[src/rtl/lpm_pkg.sv]
package lpm_pkg;

  typedef enum logic [1:0] {
    LVL_IDLE       = 2'd0,
    LVL_HALT_CORE  = 2'd1,
    LVL_HALT_CP    = 2'd2,
    LVL_HALT_ALL   = 2'd3
  } lpmLevel_t;

  // strobes from control to datapath
  typedef struct packed {
    logic enterSleep;
    logic beginWake;
    logic finishWake;
  } lpmStrobe_t;

  typedef struct packed {
    logic coreEn;
    logic periphEn;
    logic pllEn;
    logic retain;
  } gateSet_t;

  function automatic lpmLevel_t decodeLevel(input logic haltAll,
                                            input logic haltPeriph,
                                            input logic haltCore);
    if (haltAll)         return LVL_HALT_ALL;
    else if (haltPeriph) return LVL_HALT_CP;
    else if (haltCore)   return LVL_HALT_CORE;
    else                 return LVL_IDLE;
  endfunction

  function automatic gateSet_t gatesFor(input lpmLevel_t lvl);
    gateSet_t g;
    g.coreEn   = (lvl == LVL_IDLE);
    g.periphEn = (lvl == LVL_IDLE) || (lvl == LVL_HALT_CORE);
    g.pllEn    = (lvl != LVL_HALT_ALL);
    g.retain   = (lvl == LVL_IDLE) || (lvl == LVL_HALT_CORE);
    return g;
  endfunction

endpackage

[src/rtl/lpm_ctrl.sv]
module lpm_ctrl
  import lpm_pkg::*;
#(
  parameter int WAKE_LAT = 2
) (
  input  logic       clk,
  input  logic       rstN,
  input  logic       idleReq,
  input  logic       irqPending,
  output lpmStrobe_t strb
);

  localparam int CW = (WAKE_LAT < 2) ? 1 : $clog2(WAKE_LAT);
  localparam logic [CW-1:0] LAST = CW'(WAKE_LAT - 1);

  typedef enum logic [1:0] {ST_RUN, ST_SLEEP, ST_WAKE} ctlState_t;

  ctlState_t state, stateNext;
  logic [CW-1:0] wakeCnt;

  always_comb begin
    strb.enterSleep = (state == ST_RUN)   && idleReq;
    strb.beginWake  = (state == ST_SLEEP) && irqPending;
    strb.finishWake = (state == ST_WAKE)  && (wakeCnt == LAST);
  end

  always_comb begin
    stateNext = state;
    unique case (state)
      ST_RUN:   if (strb.enterSleep) stateNext = ST_SLEEP;
      ST_SLEEP: if (strb.beginWake)  stateNext = ST_WAKE;
      ST_WAKE:  if (strb.finishWake) stateNext = ST_RUN;
      default:  stateNext = ST_RUN;
    endcase
  end

  always_ff @(posedge clk or negedge rstN) begin
    if (!rstN) begin
      state   <= ST_RUN;
      wakeCnt <= '0;
    end else begin
      state <= stateNext;
      if (strb.beginWake || strb.finishWake) wakeCnt <= '0;
      else if (state == ST_WAKE)             wakeCnt <= wakeCnt + 1'b1;
    end
  end

endmodule

[src/rtl/lpm_gate_dp.sv]
module lpm_gate_dp
  import lpm_pkg::*;
(
  input  logic       clk,
  input  logic       rstN,
  input  lpmStrobe_t strb,
  input  logic       cfgHaltCore,
  input  logic       cfgHaltPeriph,
  input  logic       cfgHaltAll,
  output logic       coreClkEn,
  output logic       periphClkEn,
  output logic       pllEn,
  output logic       pipeRetain,
  output logic       issueEn,
  output logic       resumeStrobe,
  output logic       pipeFlush
);

  lpmLevel_t levelNow;
  gateSet_t  gateNow;

  always_comb begin
    levelNow = decodeLevel(cfgHaltAll, cfgHaltPeriph, cfgHaltCore);
    gateNow  = gatesFor(levelNow);
  end

  always_ff @(posedge clk or negedge rstN) begin
    if (!rstN) begin
      coreClkEn    <= 1'b1;
      periphClkEn  <= 1'b1;
      pllEn        <= 1'b1;
      pipeRetain   <= 1'b1;
      issueEn      <= 1'b1;
      resumeStrobe <= 1'b0;
      pipeFlush    <= 1'b0;
    end else begin
      resumeStrobe <= 1'b0;
      pipeFlush    <= 1'b0;
      if (strb.enterSleep) begin
        coreClkEn   <= gateNow.coreEn;
        periphClkEn <= gateNow.periphEn;
        pllEn       <= gateNow.pllEn;
        pipeRetain  <= gateNow.retain;
        issueEn     <= 1'b0;
      end
      if (strb.beginWake) begin
        coreClkEn   <= 1'b1;
        periphClkEn <= 1'b1;
        pllEn       <= 1'b1;
      end
      if (strb.finishWake) begin
        issueEn      <= 1'b1;
        resumeStrobe <= 1'b1;
        pipeFlush    <= !pipeRetain;
        pipeRetain   <= 1'b1;
      end
    end
  end

endmodule

[src/rtl/lpm_clk_ctrl.sv]
module lpm_clk_ctrl
  import lpm_pkg::*;
#(
  parameter int WAKE_LAT = 2
) (
  input  logic clk,
  input  logic rstN,
  input  logic idleReq,
  input  logic cfgHaltCore,
  input  logic cfgHaltPeriph,
  input  logic cfgHaltAll,
  input  logic irqPending,
  output logic coreClkEn,
  output logic periphClkEn,
  output logic pllEn,
  output logic pipeRetain,
  output logic issueEn,
  output logic resumeStrobe,
  output logic pipeFlush
);

  lpmStrobe_t strb;

  lpm_ctrl #(.WAKE_LAT(WAKE_LAT)) u_ctrl (
    .clk        (clk),
    .rstN       (rstN),
    .idleReq    (idleReq),
    .irqPending (irqPending),
    .strb       (strb)
  );

  lpm_gate_dp u_dp (
    .clk          (clk),
    .rstN         (rstN),
    .strb         (strb),
    .cfgHaltCore  (cfgHaltCore),
    .cfgHaltPeriph(cfgHaltPeriph),
    .cfgHaltAll   (cfgHaltAll),
    .coreClkEn    (coreClkEn),
    .periphClkEn  (periphClkEn),
    .pllEn        (pllEn),
    .pipeRetain   (pipeRetain),
    .issueEn      (issueEn),
    .resumeStrobe (resumeStrobe),
    .pipeFlush    (pipeFlush)
  );

endmodule

[config.mk]
export PLATFORM = sky130hd
export DESIGN_NAME = lpm_clk_ctrl
export DESIGN_NICKNAME = d
export VERILOG_FILES = /design/src/rtl/lpm_pkg.sv /design/src/rtl/lpm_ctrl.sv /design/src/rtl/lpm_gate_dp.sv /design/src/rtl/lpm_clk_ctrl.sv
export SDC_FILE = /design/constraint.sdc
export NUM_CORES = 1
export LEC_CHECK = 0
export ABC_AREA = 1
export CAP_MARGIN = 20
export CORE_AREA = 2 2 39 41
export DETAILED_ROUTE_END_ITERATION = 7
export DIE_AREA = 0 0 41 43
export GPL_ROUTABILITY_DRIVEN = 0
export SYNTH_ARGS = -nofsm -noshare
export SYNTH_HDL_FRONTEND = slang
export SYNTH_SLANG_ARGS = --single-unit
[constraint.sdc]
create_clock -name clk -period 2.7 [get_ports clk]
set_clock_uncertainty 0.05 [all_clocks]
set_input_delay 0.405 -clock clk [delete_from_list [all_inputs] [get_ports clk]]
set_output_delay 0.405 -clock clk [all_outputs]
set_load 0.02 [all_outputs]
Word-level counts from Yosys, hierarchy flattened
Index checks and enable logic that the tools add are counted.
{"block": "word_totals", "regBits": 10, "latch_bits": 0, "ramBits": 0, "rom_bits": 0, "in_bits": 7, "output_inout_bits": 7, "elab_cells": 49, "memories": 0}
{"block": "classes", "n_addsub": 1, "multipliers": 0, "n_div": 0, "order_cmp": 0, "eq_ne": 7, "shift": 0, "mux": 20, "n_bitwise": 0, "reduce_logical": 12}
{"op": "two-way mux 1 bit", "count": 14}
{"op": "two-way mux 2 bit", "count": 5}
{"op": "one-hot mux 2 bit (3 select lines)", "count": 1}
{"op": "nonzero test 2 bit", "count": 3}
{"op": "== test 2 x 1 -> 1 bit (second input constant)", "count": 2}
{"op": "zero test 2 bit", "count": 2}
{"op": "!= test 2 x 1 -> 1 bit (second input constant)", "count": 2}
{"op": "!= test 2 bit (second input constant)", "count": 2}
{"op": "logical AND 1 bit", "count": 3}
{"op": "AND reduction 3 bit", "count": 1}
{"op": "== test 2 bit (second input constant)", "count": 1}
{"op": "logical OR 1 bit", "count": 2}
{"op": "adder 1 bit (second input constant)", "count": 1}
{"op": "zero test 1 bit", "count": 1}

Longest topological paths before layout
Gate-level depths: netlist of the first run.
{"block": "depth", "word_depth": 7, "depth_mapped": 5}

Cells and area by module
From an unflattened synthesis of the first run, not the netlist that was laid out.
{"block": "hier_totals", "hier_cells": 45, "area_unflattened_um2": 415.4}
{"module": "lpm_gate_dp", "n_inst": 1, "cells_per_inst": 26, "area_per_inst_um2": 259.0}
{"module": "lpm_ctrl", "n_inst": 1, "cells_per_inst": 19, "area_per_inst_um2": 156.4}

Worst setup path before layout of the first run
Ideal clock, no wire load.
{"block": "synth_timing", "kind": "flip-flop to output port", "start": "register u_dp.pipeRetain", "end": "output pipeRetain", "t_arrival_ps": 571, "required_ps": 2245, "slack_ps": 1674, "path_stages_with_launch": 1, "n_path_buf": 0, "path_cell_list": "dfstp_2"}
{"element": "start, declared", "line": "lpm_gate_dp.sv:13", "text": "output logic pipeRetain,"}
{"element": "start signal, assigned", "line": "lpm_gate_dp.sv:43", "text": "pipeRetain <= gateNow.retain;"}
{"element": "end, declared", "line": "lpm_clk_ctrl.sv:16", "text": "output logic pipeRetain,"}
No word-level cell between the ends.

Final worst setup path of the first run
{"block": "layout_timing", "start": "register u_dp.pipeRetain", "end": "output pipeRetain"}
No word-level cell between the ends.

==> metrics.md, run 1 <==
| Metric | Value |
|---|---|
| Number of diodes | `0` |
| Relative slew slack | `69.7%` |
| Vias | `342` |
| Period utilization | `68.6%` |
| Cells on worst reg2reg path | `4` |
| Slowest CP cell | `clkdlybuf4s50_1` |
| Sink Count | `10` |
| Fin. max-slew vios | `0` |
| Iter 0 DRT Violations | `4` |
| CTS Buffer Depth | `2` |
| Status | `finished, final reports clean` |
| Layout net count | `69` |
| Slew at the pin closest to its max-slew limit | `453 ps` |
| Drt pass-1 iters | `2` |
| Worst R2R End | `u_ctrl.state[1]$_DFFE_PN0P_` |
| Die Span Y | `43 um` |
| Final WS setup | `849 ps` |
| Highest clock rate | `0.540 GHz` |
| Critical path capture point type | `output port` |
| Net Count, Synth | `51` |
| VDD IR max | `0.376 mV` |
| GRT Overall Usage | `12.5%` |
| Max-cap violations | `0` |
| Root Buffer | `clkbuf_4` |
| Fin crit period | `1850 ps` |
| Largest net degree at the start of global routing | `11` |
| Post-route non-filler standard cell count | `77` |
| Clock transition at path regs | `70 ps` |
| CP Max Fanout | `3` |
| Leak Pwr | `0.301 nW` |
| Placed wire-length estimate | `598 um` |
| Area of placed instances | `563 um2` |
| Final Util | `43.3%` |
| Worst hold path class | `primary input to async pin` |
| Core area | `1380 um2` |
| Layout cell share with drive strength beyond 1 | `19.7%` |
| Die ar. | `1760 um2` |
| Place WS | `1130 ps` |
| Crit start category | `flip-flop` |
| Power Density | `1120 nW/um2` |
| First-pass GRT wire length | `1480 um` |
| RSZ-0062 raised after global routing | `false` |
| TritonCTS Buffers | `3` |
| Total chip power | `0.672 mW` |
| CTS resizes | `0` |
| Syn_area_per_cell | `9.38 um2` |
| Die X | `41 um` |
| CP peak stage delay | `600 ps` |
| Setup violators final | `0` |
| Avg Vias per Cell | `4.44` |
| RR Startpoint | `u_ctrl.state[0]$_DFFE_PN0P_` |
| Final wirelength | `773 um` |
| Family with the most delay on the worst path | `buffers and inverters` |
| Starting Density | `29.8%` |
| Boundary pin count | `14` |
| Clk_lat worst skew | `260 ps` |
| Post-route cell area | `599 um2` |
| Avg WL per Cell | `10.0 um` |
| Vias in the first global route | `360` |
| Flop and latch count out of synthesis | `10` |
| Dpl cells | `73` |
| Kind of critical path | `flip-flop to output port` |
| Hold_ws | `403 ps` |
| Port bufs | `13` |
| Final hold viol count | `0` |
| Row cnt | `14` |
| H-Tree Depth | `1` |
| Initial antenna violation count | `0` |
| Post-CTS Setup Repair Bufs | `0` |
| WP buf/inv | `1` |
| Crit-path cells | `clkdlybuf4s50_1` |
| Synth Warn # | `0` |
| R2R setup slack | `1700 ps` |
| CTS tree | `done` |
| Critical path data arrival time | `1400 ps` |
| # DRC | `0` |
| WP data required | `2250 ps` |
| Post-synthesis cell count | `44` |
| Unique cell type count in the Yosys netlist | `11` |
| P&R area growth vs syn | `45.2%` |
| Post-CTS Hold Fix Bufs | `0` |
| Post-route ant nets | `0` |
| Total gr overflow | `0` |
| Setup TNS Final | `0 ps` |
| Post-synthesis instance area | `413 um2` |
| Register area share after synthesis | `62.1%` |
-- power breakdown --
part | switching, mW | leakage, nW | total [mW] | internal [mW]
Combinational | 0.141 | 0.162 | 0.261 | 0.120
Sequential | 0.0398 | 0.118 | 0.276 | 0.236
Clock | 0.0532 | 0.0210 | 0.135 | 0.0818
Total | 0.234 | 0.301 | 0.672 | 0.438
-- state kept, by name, summed over array words and instances, names as in the netlist --
signal,count
u_ctrl.state,2
u_ctrl.wakeCnt,1
u_dp.coreClkEn,1
u_dp.issueEn,1
u_dp.periphClkEn,1
u_dp.pipeFlush,1
u_dp.pipeRetain,1
u_dp.pllEn,1
u_dp.resumeStrobe,1
-- area by class of cell --
cell class                      instances  area [um2]
Clock buffer                            4        36.3
Fill cell                             157         785
Inverter                                6        22.5
Multi-Input combinational cell         28         134
Sequential cell                        10         256
Tap cell                               16        20.0
Timing Repair Buffer                   13         130
-- cell usage after synthesis (all sizes together) --
| library cell | count | area (um2) |
|---|---|---|
| nor2 | 3 | 13.8 |
| or2 | 1 | 6.26 |
| dfrtp | 5 | 125 |
| nand3 | 10 | 55.1 |
| nand2 | 13 | 51.3 |
| o31ai | 1 | 7.51 |
| inv | 6 | 22.5 |
| dfstp | 5 | 131 |
-- layout by cell type (no fill, tap or decap) --
master,Yosys,routed
clkbuf_4,0,3
or2_1,1,1
o31ai_1,1,1
nor2_1,2,2
nand2_2,1,1
clkdlybuf4s50_1,0,13
clkbuf_8,0,1
nand2_1,12,12
dfrtp_1,5,5
dfstp_2,5,5
nand3_2,1,1
nand3_1,9,9
inv_1,6,6
nor2_2,1,1
-- per-layer routing --
| layer | routed length [um] | GRT usage (%) | vias to the layer above | part of all wire, % |
|---|---|---|---|---|
| li1 | - | - | 176 | - |
| met1 | 367 | 16.7 | 156 | 47 |
| met2 | 362 | 17.2 | 8 | 47 |
| met3 | 38 | 3.14 | 2 | 4.9 |
| met4 | 5 | 8.00 | 0 | 0.65 |
| met5 | 0 | 0 | - | 0 |
-- cell families (layout without fill, tap and decap cells) --
| group | Yosys count | in the layout | synth area share [%] |
|---|---|---|---|
| buffers and inverters | 6 | 23 | 5.45 |
| AOI/OAI and AO/OA | 1 | 1 | 1.82 |
| and+or+nand+nor | 27 | 27 | 30.6 |
| DFF | 10 | 10 | 62.1 |
-- worst max-delay path by stage --
stage                                start         end  slack [ps]  cells past startpoint
2_1_floorplan  u_dp.pipeRetain$_DFFE_PN1P_  pipeRetain        1670                      0
3_3_place_gp   u_dp.pipeRetain$_DFFE_PN1P_  pipeRetain        1140                      1
3_5_place_dp   u_dp.pipeRetain$_DFFE_PN1P_  pipeRetain        1130                      1
4_1_cts        u_dp.pipeRetain$_DFFE_PN1P_  pipeRetain         830                      1
5_1_grt        u_dp.pipeRetain$_DFFE_PN1P_  pipeRetain         800                      1
6_report       u_dp.pipeRetain$_DFFE_PN1P_  pipeRetain         850                      1
Note: power is estimated with default switching activity, not from simulation.
==> run 2, diff against run 1 <==
Clock period 2.7 ns to 1.85 ns, I/O delays scaled along.
==> run 2 against run 1 <==
Effect of this change:
- setup slack worse by 730 ps
- cell count unchanged
- core utilization stayed put
- worst hold slack worse by 130 ps
- clock-buffer cell count unchanged
- design area unchanged
- global-route usage is 0.71 points lower
- first-iteration DRC count decreased by 100%
- power rose by 46%
- sequential cell count unchanged
- die area is the same
- combinational power is 46% higher
- critical path type unchanged
- critical endpoint unchanged
- largest power group unchanged
==> metrics.md, run 2 (same netlist as run 1, synthesis figures left out) <==
| Metric | Value |
|---|---|
| Port bufs | `13` |
| Max FFs per register | `2` |
| Slew at the pin closest to its max-slew limit | `440 ps` |
| Critical path capture point type | `output port` |
| P_int | `0.639 mW` |
| Vias in the first global route | `354` |
| # DRC | `0` |
| P_sw | `0.342 mW` |
| Leak Pwr | `0.301 nW` |
| Relative slew slack | `70.6%` |
| Number of fill cells | `157` |
| Total gr overflow | `0` |
| Initial antenna violation count | `0` |
| Most common cell after layout, fill and taps aside | `clkdlybuf4s50_1` |
| Cells on worst reg2reg path | `5` |
| Post-CTS Hold Fix Bufs | `0` |
| Setup TNS Final | `0 ps` |
| Final hold viol count | `0` |
| Power Density | `1640 nW/um2` |
| Max-cap violations | `0` |
| Family with the most delay on the worst path | `buffers and inverters` |
| Iter 0 DRT Violations | `0` |
| Critical path data arrival time | `1400 ps` |
| Period utilization | `93.6%` |
| Row cnt | `14` |
| Slowest CP cell | `clkdlybuf4s50_1` |
| Most frequent cells in the layout | `13 x clkdlybuf4s50_1, 12 x nand2_1, 9 x nand3_1, 6 x inv_1` |
| TritonCTS Buffers | `3` |
| Status | `finished, final reports clean` |
| First-pass GRT wire length | `1390 um` |
| Layout net count | `69` |
| Place WS | `401 ps` |
| CTS tree | `done` |
| Boundary pin count | `14` |
| Starting Density | `29.8%` |
| Crit start category | `flip-flop` |
| Clk_lat worst skew | `260 ps` |
| CTS resizes | `0` |
| Vias | `349` |
| P&R area growth vs syn | `45.2%` |
| CP Max Fanout | `3` |
| Post-route ant nets | `0` |
| Total chip power | `0.981 mW` |
| R2R setup slack | `840 ps` |
| Layout cell share with drive strength beyond 1 | `19.7%` |
| Reg area | `256 um2` |
| Post-CTS Setup Repair Bufs | `0` |
| Sw Share | `34.9%` |
| Worst hold path class | `primary input to async pin` |
| Fin crit period | `1730 ps` |
| CTS Buffer Depth | `2` |
| Kind of critical path | `flip-flop to output port` |
| Die ar. | `1760 um2` |
| Seq pwr share | `41.2%` |
| Drt pass-1 iters | `1` |
| Clk pwr share | `20.1%` |
| Largest net degree at the start of global routing | `11` |
| RSZ-0062 raised after global routing | `false` |
| Highest clock rate | `0.578 GHz` |
| GRT Overall Usage | `11.8%` |
| Crit-path cells | `clkdlybuf4s50_1` |
| Avg Vias per Cell | `4.53` |
| VDD IR max | `0.500 mV` |
| Final wirelength | `780 um` |
| Biggest register | `u_ctrl.state` |
| Multi-input logic area | `134 um2` |
| Final WS setup | `119 ps` |
| CP peak stage delay | `600 ps` |
| Die Span Y | `43 um` |
| Setup violators final | `0` |
| H-Tree Depth | `1` |
| Number of diodes | `0` |
| Core area | `1380 um2` |
| Die X | `41 um` |
| Worst R2R End | `u_dp.coreClkEn$_DFFE_PN1P_` |
| Clock transition at path regs | `70 ps` |
| Avg WL per Cell | `10.1 um` |
| WP data required | `1520 ps` |
| RR Startpoint | `u_ctrl.state[1]$_DFFE_PN0P_` |
| Root Buffer | `clkbuf_4` |
| WP buf/inv | `1` |
| Combinational power share | `38.7%` |
| Sink Count | `10` |
| Placed wire-length estimate | `609 um` |
| Fin. max-slew vios | `0` |
==> run 2: cell counts in the layout (fill, tap and decap cells not counted) <==
No cell type changed its count.
==> run 2: metal layers <==
metal	vias to the layer above	global-route usage, %	share of wire (%)
li1	174	-	-
met1	163	14.7	42
met2	10	16.9	50
met3	2	3.14	6.5
met4	0	8.00	1.3
met5	-	0	0
==> run 2: worst max-delay path by stage <==
stage,from,endpoint,slack (ps),depth (start not counted)
floorplan,u_ctrl.state[0]$_DFFE_PN0P_,u_ctrl.wakeCnt$_DFFE_PN0P_,940,4
global placement,u_dp.pipeRetain$_DFFE_PN1P_,pipeRetain,420,1
detailed placement,u_dp.pipeRetain$_DFFE_PN1P_,pipeRetain,400,1
CTS,u_dp.pipeRetain$_DFFE_PN1P_,pipeRetain,100,1
global route,u_dp.pipeRetain$_DFFE_PN1P_,pipeRetain,70,1
finish,u_dp.pipeRetain$_DFFE_PN1P_,pipeRetain,120,1
==> run 2: cell type report <==
class                   instances  share of cell area (%)
inverters                       6                    3.76
multi-input cells              28                    22.3
flip-flops and latches         10                    42.8
clock buffers                   4                    6.05
repair buffers                 13                    21.7
well taps                      16                    3.34
==> run 2: stage by stage <==
step	hold slack [ps]	instances	utilization [%]	instance area, um2
final	272	77	43.3	599
after global routing	292	77	43.3	599
after CTS	278	77	43.3	599
after detailed placement	407	73	40.7	563
after global placement	404	73	40.7	563
after floorplan	-68.1	44	-	413
==> run 2: power groups by stage <==
stage	clock network [mW]	registers, mW	logic (mW)
2_1_floorplan	0	0.482	0.145
3_3_place_gp	0	0.402	0.383
3_5_place_dp	0	0.409	0.387
4_1_cts	0.207	0.406	0.388
5_1_grt	0.214	0.420	0.431
6_report	0.197	0.404	0.380
